### config.mk
export PLATFORM = sky130hd
export DESIGN_NAME = pme_event_hub
export DESIGN_NICKNAME = d
export VERILOG_FILES = /design/src/rtl/pme_pkg.sv /design/src/rtl/pme_edge_det.sv /design/src/rtl/pme_sts_reg.sv /design/src/rtl/pme_en_reg.sv /design/src/rtl/pme_event_hub.sv
export SDC_FILE = /design/constraint.sdc
export NUM_CORES = 1
export LEC_CHECK = 0
export BUFFER_PORTS_ARGS = -buffer_cell sky130_fd_sc_hd__clkbuf_2
export CAP_MARGIN = 15
export CORE_ASPECT_RATIO = 1.2
export CORE_MARGIN = 2
export CORE_UTILIZATION = 25
export CTS_CLUSTER_DIAMETER = 30
export DETAILED_ROUTE_END_ITERATION = 7
export GPL_ROUTABILITY_DRIVEN = 0
export RECOVER_POWER = 50
export SYNTH_ARGS = -nofsm -noshare
export SYNTH_HDL_FRONTEND = slang
export SYNTH_SLANG_ARGS = --single-unit
### constraint.sdc
create_clock -name clk -period 1.2 [get_ports clk]
set_clock_uncertainty 0.15 [all_clocks]
set_input_delay 0 -clock clk [delete_from_list [all_inputs] [get_ports clk]]
set_output_delay 0 -clock clk [all_outputs]
set_load 0.01 [all_outputs]
### src/rtl/pme_pkg.sv
package pme_pkg;
  localparam int unsigned REG_W = 32;

  localparam int unsigned BIT_THRM  = 0;
  localparam int unsigned BIT_HPLUG = 1;
  localparam int unsigned BIT_SWEVT = 2;
  localparam int unsigned BIT_USB0  = 3;
  localparam int unsigned BIT_USB1  = 4;
  localparam int unsigned BIT_AUDIO = 5;

  localparam int unsigned NUM_EDGE = 3;

  localparam logic [REG_W-1:0] STS_IMPL_MASK = 32'h0000_003F;
  localparam logic [REG_W-1:0] STS_KEEP_MASK = 32'h0000_0020;
  localparam logic [REG_W-1:0] EN_RTC_MASK   = 32'h0000_2D00;

  typedef enum logic {
    SEL_STATUS = 1'b0,
    SEL_ENABLE = 1'b1
  } reg_sel_e;
endpackage

### src/rtl/pme_edge_det.sv
module pme_edge_det #(
  parameter int unsigned N = 3
) (
  input  logic         clk,
  input  logic         rst_n,
  input  logic [N-1:0] din,
  output logic [N-1:0] rise
);
  for (genvar i = 0; i < N; i++) begin : g_bit
    logic prev_q;
    always_ff @(posedge clk) begin
      if (!rst_n) prev_q <= 1'b0;
      else        prev_q <= din[i];
    end
    assign rise[i] = din[i] & ~prev_q;
  end
endmodule

### src/rtl/pme_sts_reg.sv
module pme_sts_reg #(
  parameter int unsigned W    = 32,
  parameter logic [W-1:0] IMPL = '1,
  parameter logic [W-1:0] KEEP = '0
) (
  input  logic         clk,
  input  logic         rst_n,
  input  logic         hard_rst,
  input  logic [W-1:0] set_vec,
  input  logic [W-1:0] clr_vec,
  output logic [W-1:0] sts_q
);
  logic [W-1:0] sts_d;

  always_comb begin
    sts_d = ((sts_q & ~clr_vec) | set_vec) & IMPL;
  end

  always_ff @(posedge clk) begin
    if (!rst_n)        sts_q <= '0;
    else if (hard_rst) sts_q <= sts_q & KEEP;
    else               sts_q <= sts_d;
  end
endmodule

### src/rtl/pme_en_reg.sv
module pme_en_reg #(
  parameter int unsigned W        = 32,
  parameter logic [W-1:0] RTC_MASK = '0
) (
  input  logic         clk,
  input  logic         rst_resume_n,
  input  logic         rst_rtc_n,
  input  logic         hard_rst,
  input  logic         wipe,
  input  logic         we,
  input  logic [W-1:0] wdata,
  output logic [W-1:0] en_q
);
  for (genvar i = 0; i < W; i++) begin : g_bit
    logic bit_q;
    if (RTC_MASK[i]) begin : g_rtc
      always_ff @(posedge clk) begin
        if (!rst_rtc_n) bit_q <= 1'b0;
        else if (wipe)  bit_q <= 1'b0;
        else if (we)    bit_q <= wdata[i];
      end
    end else begin : g_resume
      always_ff @(posedge clk) begin
        if (!rst_resume_n || hard_rst || wipe) bit_q <= 1'b0;
        else if (we)                           bit_q <= wdata[i];
      end
    end
    assign en_q[i] = bit_q;
  end
endmodule

### src/rtl/pme_event_hub.sv
module pme_event_hub
  import pme_pkg::*;
(
  input  logic             clk,
  input  logic             rst_resume_n,
  input  logic             rst_rtc_n,
  input  logic             hard_rst,
  input  logic             pwrbtn_ovr,
  input  logic             cpu_thermtrip,
  input  logic             reg_sel,
  input  logic             reg_wr_en,
  input  logic [REG_W-1:0] reg_wdata,
  output logic [REG_W-1:0] reg_rdata,
  input  logic             aud_pmee,
  input  logic             aud_clk_stopped,
  input  logic             aud_route_en,
  input  logic             aud_sdin,
  input  logic [1:0]       usb_wake,
  input  logic             sw_evt_ctl,
  input  logic             hotplug_evt,
  input  logic             thrm_pin,
  input  logic             thrm_pol,
  output logic             sci_req
);
  logic [NUM_EDGE-1:0] edge_in, edge_rise;
  logic [REG_W-1:0]    set_vec, clr_vec, sts_q, en_q;
  logic                sts_we, en_we, wipe, thrm_active, aud_wake, sci_q;

  assign edge_in = {hotplug_evt, usb_wake[1], usb_wake[0]};

  pme_edge_det #(.N(NUM_EDGE)) u_edge (
    .clk   (clk),
    .rst_n (rst_resume_n),
    .din   (edge_in),
    .rise  (edge_rise)
  );

  assign thrm_active = ~(thrm_pin ^ thrm_pol);
  assign aud_wake    = aud_pmee & aud_clk_stopped & aud_route_en & aud_sdin;

  always_comb begin
    set_vec            = '0;
    set_vec[BIT_THRM]  = thrm_active;
    set_vec[BIT_HPLUG] = edge_rise[2];
    set_vec[BIT_SWEVT] = sw_evt_ctl;
    set_vec[BIT_USB0]  = edge_rise[0];
    set_vec[BIT_USB1]  = edge_rise[1];
    set_vec[BIT_AUDIO] = aud_wake;
  end

  assign sts_we  = reg_wr_en && (reg_sel_e'(reg_sel) == SEL_STATUS);
  assign en_we   = reg_wr_en && (reg_sel_e'(reg_sel) == SEL_ENABLE);
  assign clr_vec = sts_we ? reg_wdata : '0;
  assign wipe    = pwrbtn_ovr | cpu_thermtrip;

  pme_sts_reg #(.W(REG_W), .IMPL(STS_IMPL_MASK), .KEEP(STS_KEEP_MASK)) u_sts (
    .clk      (clk),
    .rst_n    (rst_resume_n),
    .hard_rst (hard_rst),
    .set_vec  (set_vec),
    .clr_vec  (clr_vec),
    .sts_q    (sts_q)
  );

  pme_en_reg #(.W(REG_W), .RTC_MASK(EN_RTC_MASK)) u_en (
    .clk          (clk),
    .rst_resume_n (rst_resume_n),
    .rst_rtc_n    (rst_rtc_n),
    .hard_rst     (hard_rst),
    .wipe         (wipe),
    .we           (en_we),
    .wdata        (reg_wdata),
    .en_q         (en_q)
  );

  always_ff @(posedge clk) begin
    if (!rst_resume_n) sci_q <= 1'b0;
    else               sci_q <= |(sts_q & en_q);
  end

  assign sci_req   = sci_q;
  assign reg_rdata = (reg_sel_e'(reg_sel) == SEL_ENABLE) ? en_q : sts_q;
endmodule

==> results.ini <==
[clock_network]
numCtsBuffers=5
clock_latency_ns=0.29
clock_path_buffers=2
clkSinkCount=42
cts_htree_levels=2
cts_tree=yes
clk_pin_slew_ns=0.08
ctsRootBufferMaster=clkbuf_8

[global_routing]
grt_max_degree=29
antenna_found_initial=0
grt-ovfl-total=0
grt_pass1_wl_microns=8470
grt_pass1_vias=1992
grt_usage=0.125

[synth]
yosysSeqAreaShare=0.442
netlist_instances=223
syn_avg_cell_area_sq_um=8.54
ys_async_sr_fraction=0
synth_common_cells=66 x nand2_1, 42 x dfxtp_1, 30 x and2_1
synth_top_cell_area_share=0.442
ys_ff_latch=42
synthMostInstantiatedCell=nand2_1
synthFlopType=dfxtp_1
yosys_warnings=0
syn_area_sq_um=1900
synth-edff-count=0
synthTopCellsByArea=dfxtp_1 44%, nand2_1 13%, and2_1 9.9%
synthDistinctLibCells=22
synth_nets=273
yosysTopAreaCell=dfxtp_1

[job]
cap_violations=0

[power]
p_switching_uw=653
swShare=0.226
vdd_ir_drop_max_v=0.000414
p_clk_frac=0.362
power.total_uw=2890
p_leak_uw=0.00122
power_density_nw_per_um2=962
internal_power_uw=2240
comb_power_share=0.144
seqPwrFrac=0.494

[die]
die_w_microns=83.7
fp.dieH_microns=99.6
core.rowCount=34
fp.coreArea_sq_um=7320
die_area_sq_um=8330
io_pins=83
start_util=0.260

[sta]
maxSlewHeadroom=0.702
setup_viol=0
slew_viol_final=0
fmax_mhz=861
post-route-period-util=0.968
fin_ws_ns=0.0389
hold_slack_ns=0.126
tightest_slew_ns=0.447
rsz0062_at_grt=yes
fin_crit_ns=1.16
hold_viol_final=0
tns_ns=0

[placed_design]
port_buffers=82
dp_hpwl_microns=3380
pre_cts_ws_ns=0.111

[final_layout]
seqCellArea_sq_um=855
antenna_cells=0
areaGrowthSynthToFinish_pct=57.7
drive_above_1_share=0.328
final.fill_count=748
nets=406
multi_input_area_sq_um=931

[worst_setup_path]
crit_path_start_kind=flop
crit_fanout=3
worstPathRequired_ns=1.05
path_class=flop to primary output
endpoint_kind=primary output
crit_arrival_ns=1.01

[status]
status=finished, final reports clean

[route]
vias=1891
drc=0
wire_per_inst_microns=11.8
drt_iter0_drc=34
dr.pass1.iters=4
ant_nets=0
wl_microns=5290
vias_per_cell=4.23

[worst_hold_path]
hold_class=input port to flop

[routing by layer]
| layer | track usage | vias to the layer above | part of all wire |
|---|---|---|---|
| met5 | 0 | - | 0 |
| met4 | 0.0447 | 0 | 0.014 |
| met3 | 0.0299 | 8 | 0.054 |
| met2 | 0.234 | 58 | 0.52 |
| met1 | 0.135 | 845 | 0.41 |
| li1 | - | 980 | - |
[logic make-up (layout without fill, tap and decap cells)]
kind of cell | after synthesis | in the layout | share of synthesized area
and+or+nand+nor | 108 | 108 | 0.274
muxes | 6 | 6 | 0.0355
AOI/OAI and AO/OA | 47 | 47 | 0.168
DFF | 42 | 42 | 0.442
xor gates and xnor gates | 1 | 1 | 0.00460
buffers and inverters | 19 | 153 | 0.0769
[worst paths after layout]
check,slack [ns],depth (start not counted),to,start
worst min-delay path,0.13,4,u_en.g_bit[3].bit_q,pwrbtn_ovr
worst max register to register,0.23,2,sci_req,u_sts.sts_q[1]
worst max-delay path,0.04,2,reg_rdata[1],u_sts.sts_q[1]
worst min register to register,0.30,2,u_en.g_bit[30].bit_q,u_en.g_bit[30].bit_q
[area by class of cell]
cell class	count	share of cell area
multi-input cells	162	0.310
flip-flops and latches	42	0.285
repair buffers	140	0.325
clock buffers	8	0.0367
inverters	5	0.00625
well taps	90	0.0375
[critical path, stage by stage, from the launching register on]
cell	delay, ns
dfxtp_2	0.33
mux2_4	0.27
buf_6	0.12
[flip-flops by register name (all words and copies together), names as in the netlist]
| register | cells |
|---|---|
| u_sts.sts_q | 6 |
| u_en.g_bit.bit_q | 32 |
| u_edge.g_bit.prev_q | 3 |
| sci_req | 1 |
[what timing repair did]
action | CTS | global route
hold buffers | 48 | 0
setup buffers | 0 | 2
setup endpoints to repair | 0 | 33
resized for setup | 0 | 28
hold endpoints to repair | 42 | 0
[through the flow]
stage / utilization / cells / area (sq um)
3_3_place_gp: 0.323 / 388 / 2360
3_5_place_dp: 0.323 / 388 / 2360
2_1_floorplan: - / 223 / 1900
5_1_grt: 0.410 / 447 / 3000
6_report: 0.410 / 447 / 3000
4_1_cts: 0.404 / 444 / 2960
[power by group through the flow]
stage          registers [uW]  clock network (uW)  logic [uW]
2_1_floorplan            1450                   0         154
3_3_place_gp             1460                   0         274
3_5_place_dp             1460                   0         278
4_1_cts                  1420                1100         400
5_1_grt                  1430                1150         459
6_report                 1430                1050         416
[cell usage in the layout (no fill, tap or decap), types with 2 or more instances in the layout]
cell,instances
a21oi_1,18
a21oi_2,20
a22oi_1,3
and2_0,2
and2_1,27
buf_4,6
buf_6,4
clkbuf_1,24
clkbuf_2,55
clkbuf_8,8
dfxtp_1,31
dfxtp_2,11
dlygate4sd3_1,48
inv_1,5
mux2_2,3
mux2_4,3
nand2_1,66
nand2b_1,5
nand2b_4,2
nor2_1,2
o21ai_0,5
(Power assumes the default switching activity.)
